File: src/rtl/dacseq_pkg.sv
package dacseq_pkg;
  typedef enum logic [1:0] {
    SQ_IDLE,
    SQ_WARM,
    SQ_ARMED,
    SQ_CONV
  } seq_state_e;
endpackage

File: src/rtl/dacseq_fifo.sv
module dacseq_fifo #(
  parameter int WIDTH = 13,
  parameter int DEPTH = 4
) (
  input  logic             clk,
  input  logic             rst_n,
  input  logic             wr_valid,
  input  logic [WIDTH-1:0] wr_data,
  output logic             wr_ready,
  input  logic             rd_pop,
  output logic [WIDTH-1:0] rd_data,
  output logic             rd_empty,
  output logic             overflow
);
  localparam int AW = (DEPTH > 1) ? $clog2(DEPTH) : 1;
  localparam int CW = $clog2(DEPTH + 1);
  localparam logic [CW-1:0] FULL_C = CW'(DEPTH);
  localparam logic [AW-1:0] LAST_C = AW'(DEPTH - 1);

  logic [WIDTH-1:0] mem [DEPTH];
  logic [AW-1:0]    wptr, rptr;
  logic [CW-1:0]    count;
  logic             push, pop;

  assign wr_ready = (count != FULL_C);
  assign rd_empty = (count == '0);
  assign push     = wr_valid && wr_ready;
  assign pop      = rd_pop && !rd_empty;
  assign rd_data  = mem[rptr];

  always_ff @(posedge clk) begin
    if (push) mem[wptr] <= wr_data;
  end

  always_ff @(posedge clk) begin
    if (!rst_n) begin
      wptr     <= '0;
      rptr     <= '0;
      count    <= '0;
      overflow <= 1'b0;
    end else begin
      if (push) wptr <= (wptr == LAST_C) ? '0 : wptr + 1'b1;
      if (pop)  rptr <= (rptr == LAST_C) ? '0 : rptr + 1'b1;
      count <= count + CW'(push) - CW'(pop);
      if (wr_valid && !wr_ready) overflow <= 1'b1;
    end
  end

  AST_FIFO_BOUND: assert property (@(posedge clk) disable iff (!rst_n)
    count <= FULL_C);
  AST_FULL_STAYS: assert property (@(posedge clk) disable iff (!rst_n)
    (!wr_ready && !rd_pop) |=> !wr_ready);
  AST_DROP_FLAGS: assert property (@(posedge clk) disable iff (!rst_n)
    (wr_valid && !wr_ready) |=> overflow);
  AST_OVF_STICKY: assert property (@(posedge clk) disable iff (!rst_n)
    overflow |=> overflow);
endmodule

File: src/rtl/dacseq_refresh.sv
module dacseq_refresh #(
  parameter int PER_W  = 4,
  parameter int UNIT   = 1024,
  parameter int NUM_CH = 2
) (
  input  logic              clk,
  input  logic              rst_n,
  input  logic              active,
  input  logic [PER_W-1:0]  period,
  input  logic [NUM_CH-1:0] has_data,
  input  logic [NUM_CH-1:0] grant,
  output logic [NUM_CH-1:0] pending
);
  localparam int PRE_W = (UNIT > 1) ? $clog2(UNIT) : 1;
  localparam logic [PRE_W-1:0] PRE_LAST = PRE_W'(UNIT - 1);

  logic [PRE_W-1:0] pre;
  logic [PER_W-1:0] units;
  logic             tick, expire;

  assign tick   = (pre == PRE_LAST);
  assign expire = tick && (period != '0) && (units >= period - PER_W'(1));

  always_ff @(posedge clk) begin
    if (!rst_n || !active || period == '0) begin
      pre     <= '0;
      units   <= '0;
      pending <= '0;
    end else begin
      pre <= tick ? '0 : pre + 1'b1;
      if (tick) units <= expire ? '0 : units + 1'b1;
      pending <= (pending & ~grant) | (expire ? has_data : '0);
    end
  end

  AST_ZERO_PERIOD_QUIET: assert property (@(posedge clk) disable iff (!rst_n)
    (period == '0) |=> (pending == '0));
  AST_PEND_NEEDS_DATA: assert property (@(posedge clk) disable iff (!rst_n)
    (pending & ~has_data) == '0);
endmodule

File: src/rtl/dac_sequencer.sv
module dac_sequencer
  import dacseq_pkg::*;
#(
  parameter int DATA_W       = 12,
  parameter int NUM_CH       = 2,
  parameter int FIFO_DEPTH   = 4,
  parameter int CONV_CYCLES  = 25,
  parameter int STARTUP_W    = 8,
  parameter int REFRESH_W    = 4,
  parameter int REFRESH_UNIT = 1024
) (
  input  logic                 clk,
  input  logic                 rst_n,
  input  logic                 enable,
  input  logic                 fast_mode,
  input  logic [STARTUP_W-1:0] startup_cycles,
  input  logic [REFRESH_W-1:0] refresh_period,
  input  logic [((NUM_CH > 1) ? $clog2(NUM_CH) : 1)-1:0] chan_sel,
  input  logic                 in_valid,
  input  logic [DATA_W-1:0]    in_data,
  output logic                 in_ready,
  output logic                 overflow,
  output logic                 conv_start,
  output logic [((NUM_CH > 1) ? $clog2(NUM_CH) : 1)-1:0] conv_chan,
  output logic [DATA_W-1:0]    conv_data,
  input  logic                 conv_eoc,
  output logic                 eoc_pulse
);
  localparam int CH_W  = (NUM_CH > 1) ? $clog2(NUM_CH) : 1;
  localparam int ENT_W = CH_W + DATA_W;
  localparam int CNT_W = $clog2(CONV_CYCLES + 1);
  localparam int CW    = (STARTUP_W > CNT_W) ? STARTUP_W : CNT_W;
  localparam logic [CW-1:0] FAST_LAST = CW'(CONV_CYCLES - 3);

  seq_state_e        state;
  logic [CW-1:0]     cnt;
  logic [ENT_W-1:0]  fifo_entry;
  logic              fifo_empty, load;
  logic [CH_W-1:0]   ld_ch, ref_sel;
  logic [DATA_W-1:0] last_val [NUM_CH];
  logic [NUM_CH-1:0] has_data, pending, grant;
  logic              ref_any;
  logic [1:0]        lag;

  dacseq_fifo #(.WIDTH(ENT_W), .DEPTH(FIFO_DEPTH)) u_fifo (
    .clk(clk), .rst_n(rst_n),
    .wr_valid(in_valid), .wr_data({chan_sel, in_data}), .wr_ready(in_ready),
    .rd_pop(load), .rd_data(fifo_entry), .rd_empty(fifo_empty),
    .overflow(overflow)
  );

  dacseq_refresh #(.PER_W(REFRESH_W), .UNIT(REFRESH_UNIT), .NUM_CH(NUM_CH)) u_refresh (
    .clk(clk), .rst_n(rst_n),
    .active(state != SQ_IDLE), .period(refresh_period),
    .has_data(has_data), .grant(grant), .pending(pending)
  );

  assign load  = enable && (state == SQ_ARMED) && !fifo_empty;
  assign ld_ch = fifo_entry[ENT_W-1 -: CH_W];

  // lowest-numbered pending channel wins
  always_comb begin
    ref_any = |pending;
    ref_sel = '0;
    for (int i = NUM_CH - 1; i >= 0; i--) begin
      if (pending[i]) ref_sel = CH_W'(i);
    end
  end

  assign grant = (enable && state == SQ_ARMED && fifo_empty && ref_any)
               ? (NUM_CH'(1) << ref_sel) : '0;

  always_ff @(posedge clk) begin
    if (!rst_n) begin
      has_data <= '0;
      for (int i = 0; i < NUM_CH; i++) last_val[i] <= '0;
    end else if (load) begin
      for (int i = 0; i < NUM_CH; i++) begin
        if (ld_ch == CH_W'(i)) begin
          last_val[i] <= fifo_entry[DATA_W-1:0];
          has_data[i] <= 1'b1;
        end
      end
    end
  end

  always_ff @(posedge clk) begin
    if (!rst_n) begin
      state      <= SQ_IDLE;
      cnt        <= '0;
      conv_start <= 1'b0;
      conv_chan  <= '0;
      conv_data  <= '0;
      lag        <= '0;
      eoc_pulse  <= 1'b0;
    end else begin
      conv_start <= 1'b0;
      lag        <= {lag[0], 1'b0};
      eoc_pulse  <= lag[1];
      if (!enable) begin
        state <= SQ_IDLE;
      end else begin
        case (state)
          SQ_IDLE: begin
            cnt   <= CW'(startup_cycles);
            state <= SQ_WARM;
          end
          SQ_WARM: begin
            if (cnt == '0) state <= SQ_ARMED;
            else           cnt   <= cnt - 1'b1;
          end
          SQ_ARMED: begin
            if (!fifo_empty) begin
              conv_start <= 1'b1;
              conv_chan  <= ld_ch;
              conv_data  <= fifo_entry[DATA_W-1:0];
              cnt        <= '0;
              state      <= SQ_CONV;
            end else if (ref_any) begin
              conv_start <= 1'b1;
              conv_chan  <= ref_sel;
              conv_data  <= last_val[ref_sel];
              cnt        <= '0;
              state      <= SQ_CONV;
            end
          end
          SQ_CONV: begin
            if (fast_mode) begin
              if (cnt == FAST_LAST) begin
                state <= SQ_ARMED;
                lag   <= {lag[0], 1'b1};
              end else begin
                cnt <= cnt + 1'b1;
              end
            end else if (conv_eoc) begin
              state     <= SQ_ARMED;
              eoc_pulse <= 1'b1;
            end
          end
          default: state <= SQ_IDLE;
        endcase
      end
    end
  end

  AST_NO_START_EARLY: assert property (@(posedge clk) disable iff (!rst_n)
    (state == SQ_IDLE || state == SQ_WARM) |-> !conv_start);
  AST_EOC_ENDS_CONV: assert property (@(posedge clk) disable iff (!rst_n)
    (enable && state == SQ_CONV && !fast_mode && conv_eoc) |=> (state == SQ_ARMED));
  AST_FAST_IGNORES_EOC: assert property (@(posedge clk) disable iff (!rst_n)
    (enable && state == SQ_CONV && fast_mode && cnt != FAST_LAST) |=> (state == SQ_CONV));
  AST_EOC_SINGLE: assert property (@(posedge clk) disable iff (!rst_n)
    eoc_pulse |=> !eoc_pulse);
  AST_QUEUE_FIRST: assert property (@(posedge clk) disable iff (!rst_n)
    (enable && state == SQ_ARMED && !fifo_empty)
      |=> (conv_start && conv_data == $past(fifo_entry[DATA_W-1:0])));
endmodule

File: config.mk
export PLATFORM = sky130hd
export DESIGN_NAME = dac_sequencer
export DESIGN_NICKNAME = d
export VERILOG_FILES = /design/src/rtl/dacseq_pkg.sv /design/src/rtl/dacseq_fifo.sv /design/src/rtl/dacseq_refresh.sv /design/src/rtl/dac_sequencer.sv
export SDC_FILE = /design/constraint.sdc
export NUM_CORES = 1
export LEC_CHECK = 0
export ABC_AREA = 1
export BUFFER_PORTS_ARGS = -buffer_cell sky130_fd_sc_hd__buf_4
export CORE_MARGIN = 3
export CORE_UTILIZATION = 45
export DETAILED_ROUTE_END_ITERATION = 10
export PLACE_DENSITY = 0.65
export RECOVER_POWER = 50
export REMOVE_ABC_BUFFERS = 1
export SYNTH_ARGS = -nofsm -noshare
export SYNTH_HDL_FRONTEND = slang
export SYNTH_SLANG_ARGS = --single-unit
File: constraint.sdc
create_clock -name clk -period 2.55 [get_ports clk]
set_clock_uncertainty 0.15 [all_clocks]
set_input_delay 0.255 -clock clk [delete_from_list [all_inputs] [get_ports clk]]
set_output_delay 0.255 -clock clk [all_outputs]
set_load 0.05 [all_outputs]
==> impl_metrics.env, run 1 <==
export IMPL_critical_path_max_stage_delay_ns=0.53
export IMPL_die_width_microns=122
export IMPL_i_o_pin_count=48
export IMPL_overall_power_after_layout_uw=5630
export IMPL_holdCritStartpoint="rst_n"
export IMPL_route_detailed_drc=0
export IMPL_die_area_sq_um=14900
export IMPL_max_freq_mhz=451
export IMPL_synth_lib_cells_used_distinct=38
export IMPL_grt_start_max_net_pins=25
export IMPL_tritoncts_num_buffers=17
export IMPL_tritoncts="done"
export IMPL_leading_cell_type_in_the_layout_fill_and_taps_excluded="nand2_1"
export IMPL_viasPerCell=4.88
export IMPL_critical_path_most_common_cell="inv_1"
export IMPL_cap_violations=0
export IMPL_setup_tns_final_ns=0
export IMPL_timing_final_setup_violations=0
export IMPL_grtUsageTotal_pct=18.5
export IMPL_power_share_switching_pct=27.2
export IMPL_critPathCaptureType="flip-flop"
export IMPL_synth_cell_area_sq_um=6070
export IMPL_critPathKind="primary input to flip-flop"
export IMPL_maxSlewHeadroom_pct=42.7
export IMPL_worstPathCellList="dlygate4sd3_1 -> buf_4 -> inv_1 -> nor2_1 -> nand2_1 -> inv_2 -> ha_1 -> inv_1 -> ha_1 -> fa_1 -> inv_1 -> o21ai_0 -> a21oi_1"
export IMPL_wl_per_cell_microns=13.4
export IMPL_post_cts_resized=0
export IMPL_p_clk_share_pct=40.9
export IMPL_timing_final_crit_share_pct=87.0
export IMPL_num_nets_final=821
export IMPL_drv_slew=0
export IMPL_holdPathStages=3
export IMPL_comb_power_share_pct=15.4
export IMPL_cp_top_family="buffers and inverters"
export IMPL_slack_of_the_worst_reg_to_reg_path_ns=0.34
export IMPL_synth_sequential_area_ratio_pct=55.7
export IMPL_cts_path_max_buffers=2
export IMPL_die_y_microns=122
export IMPL_port_buffers=47
export IMPL_core_area_sq_um=12900
export IMPL_power_per_standard_cell_area_nw_per_um2=779
export IMPL_yosysWarningCount=0
export IMPL_status="complete, no violations"
export IMPL_rsz_0062_raised_after_global_routing="no"
export IMPL_p_seq_share_pct=43.7
export IMPL_critical_path_startpoint_type="primary input"
export IMPL_ys_ff_latch=131
export IMPL_cellInternalPower_uw=4100
export IMPL_synthesis_instances=692
export IMPL_whs_ns=0.0438
export IMPL_min_delay_worst_endpoint="lag[1]"
export IMPL_timing_critical_path_slowest_stage_cell="dlygate4sd3_1"
export IMPL_postSynthAreaPerCell_sq_um=8.78
export IMPL_clk_lat_worst_skew_ns=0.42
export IMPL_global_route_wire_length_before_repair_microns=21400
export IMPL_yosys_most_used_dff="edfxtp_1"
export IMPL_drt_first_iter_violations=276
export IMPL_asyncSetResetFlopFracSynth_pct=0
export IMPL_gp_congestion=0.867
export IMPL_tightestPinTransition_ns=0.860
export IMPL_numClockSinks=131
export IMPL_finalWorstPathRequiredPeriod_ns=2.22
export IMPL_crit_path_start="enable"
export IMPL_fraction_of_layout_cells_with_a_size_suffix_above_1_pct=9.24
export IMPL_hold_violations=0
export IMPL_via_count=4644
export IMPL_root_buffer="clkbuf_16"
export IMPL_initial_core_util_pct=47.0
export IMPL_synth_edf_count=76
export IMPL_grt_remaining_overflow=0
export IMPL_worst_r2r_path_depth=11
export IMPL_timing_rr_start="state[1]"
export IMPL_firstDrtPassIters=5
export IMPL_timing_critical_path_depth=13
export IMPL_fp_row_count=41
export IMPL_max_vdd_ir_drop_mv=0.507
export IMPL_vias_in_the_first_global_route=4691
export IMPL_hold_path_class="primary input to flip-flop"
export IMPL_hpwlAfterDp_microns=8900
export IMPL_wirelength_microns=12800
export IMPL_worstPathRequired_ns=2.75
export IMPL_htree_num_levels=4
export IMPL_worstPathArrival_ns=2.42
export IMPL_syn2layout_area_growth_pct=19.0
export IMPL_worst_setup_hold_path_clk_slew_ns=0.05
export IMPL_p_switching_uw=1530
export IMPL_antenna_found_initial=0
export IMPL_final_cell_mix="156 x nand2_1, 108 x nor2_1, 79 x inv_1"
export IMPL_r2r_end="u_fifo.count[2]"
export IMPL_insertedDiodeCount=0
export IMPL_antenna_violating_nets_post_route=0
export IMPL_power_leakage_uw=0.00310
export IMPL_cp_buffers_inverters=6
export IMPL_cp_max_fo=7
## per-layer routing
layer | wire (microns) | part of all wire [%] | GRT usage (%)
met3 | 640 | 5.0 | 4.13
met5 | 0 | 0 | 0
met4 | 197 | 1.5 | 7.63
met1 | 5700 | 45 | 22.5
met2 | 6250 | 49 | 31.7
## cells by family (layout without fill, tap and decap cells)
family / Yosys count / in the layout / share of synthesized area, %
fa+ha+maj: 22 / 22 / 4.78
flops: 131 / 131 / 55.7
simple gates: 337 / 337 / 23.7
buf+inv: 105 / 192 / 7.23
xor+xnor: 6 / 6 / 0.865
compound gates: 91 / 91 / 7.71
## power by group through the flow
| stage | sequential [uW] | clock [uW] | combinational (uW) |
|---|---|---|---|
| after CTS | 2460 | 2350 | 907 |
| after floorplan | 2520 | 0 | 554 |
| after global placement | 2500 | 0 | 860 |
| final | 2460 | 2300 | 866 |
| after global routing | 2470 | 2450 | 1000 |
| after detailed placement | 2500 | 0 | 884 |
## repair_timing
item / CTS / global route
endpoints found under the setup margin: 0 / 0
hold endpoints to repair: 57 / 0
hold buffers: 18 / 0
setup buffers: 0 / 0
## flip-flops by register name (all words and copies together) (netlist names), 2 cells and up, named ones only
register,cells
cnt,8
conv_data,12
has_data,2
lag,2
last_val,24
state,2
u_fifo.count,3
u_fifo.mem,52
u_fifo.rptr,2
u_fifo.wptr,2
u_refresh.pending,2
u_refresh.pre,10
u_refresh.units,4
## through the flow
step / util [%] / cell area [sq um] / worst slack, ns / cells
after floorplan: - / 5960 / 0.335 / 672
after global routing: 55.9 / 7220 / 0.106 / 951
after CTS: 56.9 / 7360 / 0.378 / 951
after global placement: 51.2 / 6620 / 0.468 / 903
final: 55.9 / 7220 / 0.332 / 951
after detailed placement: 51.2 / 6620 / 0.399 / 903
## how the worst max path moves through the flow
stage,endpoint,slack [ns]
after global routing,u_fifo.count[2],0.11
after global placement,u_fifo.count[1],0.47
after CTS,u_fifo.count[2],0.38
after floorplan,u_fifo.mem[0][0],0.34
after detailed placement,u_fifo.count[2],0.40
final,u_fifo.count[2],0.33
## area by class of cell
class / count / area [sq um]
Clock buffer: 17 / 425
Clock inverter: 13 / 139
Fill cell: 1179 / 5700
Inverter: 85 / 323
Multi-Input combinational cell: 456 / 2240
Sequential cell: 131 / 3380
Tap cell: 172 / 215
Timing Repair Buffer: 77 / 503
## tightest hold or removal path, cell delays in order
cell and delay (ns):
buf_4 0.19, nand2_1 0.08, inv_1 0.04
## Yosys cell counts (all sizes together), types with 2 or more instances
cell type	count	area share, %
nand2	159	10
nor2	112	7.4
inv	84	5.2
edfxtp	76	38
dfxtp	55	18
o21ai	53	4.4
nand3	51	4.4
a21oi	33	2.7
ha	20	4.1
buf	12	1.4
clkbuf	8	0.49
nand4	7	0.72
nor3	5	0.76
xor2	5	0.72
fa	2	0.66
Note: power is estimated with default switching activity, not from simulation.
==> run 2: changes to the inputs <==
Settings changed: ABC_AREA 1 to not set, CORE_UTILIZATION 45 to 59, CTS_CLUSTER_SIZE set to 28, PLACE_DENSITY 0.65 to 0.81.
==> run 2 against run 1 <==
  * First-iteration DRC count fell by 4.0%
  * Count of clock-buffer cells in the layout rose by 4
  * Non-clock buffer count rose by 8
  * Die area fell by 26%
  * Critical path depth fell by 6
  * Synthesized cell count fell by 33%
  * Via count fell by 13%
  * Largest power group unchanged
  * Sequential power barely moved
  * Critical endpoint is now cnt[7]
  * Largest cell class unchanged
  * Fmax fell by 5.7%
  * Sequential cell count did not move
  * Highest routed layer unchanged
==> impl_metrics.env, run 2 <==
export IMPL_status="complete, no violations"
export IMPL_ys_ff_latch=131
export IMPL_drv_slew=0
export IMPL_fin_ws_ns=0.199
export IMPL_largest_reg_flops=52
export IMPL_cp_buffers_inverters=0
export IMPL_timing_critical_path_slowest_stage_cell="ha_1"
export IMPL_i_o_pin_count=48
export IMPL_die_y_microns=105
export IMPL_cp_top_family="simple AND/OR/NAND/NOR gates"
export IMPL_synth_cell_area_sq_um=5770
export IMPL_hpwlAfterDp_microns=7520
export IMPL_overall_power_after_layout_uw=5460
export IMPL_syn2layout_area_growth_pct=21.0
export IMPL_place_worst_setup_slack_ns=0.223
export IMPL_cts_path_max_buffers=2
export IMPL_finalWorstPathRequiredPeriod_ns=2.35
export IMPL_maxSlewHeadroom_pct=24.9
export IMPL_hold_violations=0
export IMPL_global_route_wire_length_before_repair_microns=20500
export IMPL_top_regs="u_fifo.mem (52), last_val (24), conv_data (12)"
export IMPL_p_seq_share_pct=44.8
export IMPL_htree_num_levels=4
export IMPL_final_area_sq_um=6980
export IMPL_synthTopCellsByArea="edfxtp_1 40%, dfxtp_1 19%, mux4_2 5.1%"
export IMPL_final_cell_mix="76 x edfxtp_1, 55 x dfxtp_1, 43 x nand2_1"
export IMPL_route_detailed_drc=0
export IMPL_core_area_sq_um=9370
export IMPL_worstPathRequired_ns=2.81
export IMPL_max_vdd_ir_drop_mv=0.635
export IMPL_worstPathCellList="nand2_1 -> ha_1 -> o21ai_0 -> nor4b_1 -> or3_1 -> and3_1 -> o221a_2"
export IMPL_firstDrtPassIters=5
export IMPL_placement_cell_area_sq_um=6260
export IMPL_worstPathArrival_ns=2.61
export IMPL_via_count=4027
export IMPL_initial_core_util_pct=61.5
export IMPL_synth_sequential_area_ratio_pct=58.7
export IMPL_yosys_most_used_dff="edfxtp_1"
export IMPL_synth_edf_count=76
export IMPL_cellInternalPower_uw=4000
export IMPL_p_clk_share_pct=42.3
export IMPL_layout_core_utilization_pct=74.5
export IMPL_max_freq_mhz=425
export IMPL_wl_per_cell_microns=18.6
export IMPL_viasPerCell=5.84
export IMPL_gp_congestion=0.864
export IMPL_die_area_sq_um=11000
export IMPL_tritoncts_num_buffers=17
export IMPL_grt_start_max_net_pins=28
export IMPL_post_cts_resized=0
export IMPL_power_share_switching_pct=26.7
export IMPL_num_nets_final=601
export IMPL_timing_final_setup_violations=0
export IMPL_insertedDiodeCount=0
export IMPL_comb_power_share_pct=12.9
export IMPL_antenna_violating_nets_post_route=0
export IMPL_cp_max_fo=9
export IMPL_critPathCaptureType="flip-flop"
export IMPL_critical_path_max_stage_delay_ns=0.41
export IMPL_critPathKind="flip-flop to flip-flop"
export IMPL_grt_remaining_overflow=0
export IMPL_hold_path_class="primary input to flip-flop"
export IMPL_ys_top_cells_by_count="76 x edfxtp_1, 55 x dfxtp_1, 43 x nand2_1, 37 x nor2_1, 26 x a21oi_1"
export IMPL_postSynthAreaPerCell_sq_um=12.5
export IMPL_antenna_found_initial=0
export IMPL_numClockSinks=131
export IMPL_root_buffer="clkbuf_8"
export IMPL_vias_in_the_first_global_route=4069
export IMPL_leading_cell_type_in_the_layout_fill_and_taps_excluded="edfxtp_1"
export IMPL_synth_largest_area_cell="edfxtp_1"
export IMPL_die_width_microns=105
export IMPL_synth_top_area_share_pct=39.6
export IMPL_rsz_0062_raised_after_global_routing="no"
export IMPL_tritoncts="done"
export IMPL_asyncSetResetFlopFracSynth_pct=0
export IMPL_port_buffers=47
export IMPL_clk_lat_worst_skew_ns=0.53
export IMPL_synthesis_instances=463
export IMPL_drt_first_iter_violations=265
export IMPL_grtUsageTotal_pct=24.3
export IMPL_fp_row_count=35
export IMPL_fraction_of_layout_cells_with_a_size_suffix_above_1_pct=15.2
export IMPL_yosys_cell_count_top_type="edfxtp_1"
export IMPL_p_switching_uw=1460
export IMPL_critical_path_startpoint_type="flip-flop"
export IMPL_timing_final_crit_share_pct=92.2
export IMPL_synth_lib_cells_used_distinct=56
export IMPL_power_leakage_uw=0.00256
export IMPL_tightestPinTransition_ns=1.13
export IMPL_power_per_standard_cell_area_nw_per_um2=783
export IMPL_yosysWarningCount=0
export IMPL_wirelength_microns=12800
export IMPL_worst_setup_hold_path_clk_slew_ns=0.06
export IMPL_largest_register="u_fifo.mem"
export IMPL_cap_violations=0
run 2: changes by cell type in the layout (fill, tap and decap cells not counted), sizes merged, moves of 9 or more:
cell,previous run,this run
nand2,159,43
nand3,51,6
and3,0,20
mux4,0,13
mux2i,0,18
nor2,112,38
dlygate4sd3,18,27
o211ai,0,12
o21ai,53,10
inv,85,23
run 2: final cells by class:
class                      instances  area [sq um]
clock inverter                    11          87.6
multi-input combinational        296          2220
fill                             638          2390
tap                              129           161
inverter                          17          63.8
clock buffer                      21           482
sequential                       131          3380
timing repair buffer              85           587
run 2: power groups by stage:
| stage | Sequential [uW] | Clock (uW) | Combinational, uW |
|---|---|---|---|
| 2_1_floorplan | 2480 | 0 | 442 |
| 6_report | 2450 | 2310 | 707 |
| 3_3_place_gp | 2470 | 0 | 649 |
| 5_1_grt | 2460 | 2420 | 777 |
| 3_5_place_dp | 2480 | 0 | 675 |
| 4_1_cts | 2440 | 2320 | 715 |
run 2: stage by stage:
stage | setup TNS [ns] | hold WS (ns) | cells
after floorplan | -0.863 | 0.204 | 444
after global placement | 0 | 0.265 | 631
after detailed placement | 0 | 0.283 | 631
after CTS | 0 | 0.270 | 690
after global routing | 0 | 0.323 | 690
final | 0 | 0.286 | 690
run 2: cells by family after synthesis:
kind of cell | share of synthesized area, %
mux | 8.20
fa+ha+maj | 5.03
buf+inv | 2.86
xor+xnor | 2.13
flops | 58.7
simple gates | 13.5
compound gates | 9.59
run 2: final timing paths:
| kind | startpoint | endpoint | slack (ns) | cells after the start |
|---|---|---|---|---|
| worst min-delay path | refresh_period[2] | u_refresh.pending[1] | 0.29 | 5 |
| worst min register to register | lag[0] | lag[1] | 0.30 | 1 |
| worst max-delay path | state[1] | cnt[7] | 0.20 | 7 |
| worst max register to register | state[1] | cnt[7] | 0.20 | 7 |
run 2: timing repair:
item                      CTS  global route
buffers inserted            0             0
hold endpoints to repair   69             0
hold buffers               27             0
run 2: per-layer routing:
layer,share of wire (%),global-route usage [%],vias up
met3,4.4,7.35,27
met2,54,43.4,134
met4,1.8,7.12,0
met5,0,0,-
li1,-,-,1894
met1,40,28.0,1972
run 2: tightest hold or removal path, cell delays in order:
cell and delay, ns:
buf_4 0.12, nor3b_1 0.23, nor3_1 0.14, nand3_1 0.10
a21oi_1 0.06
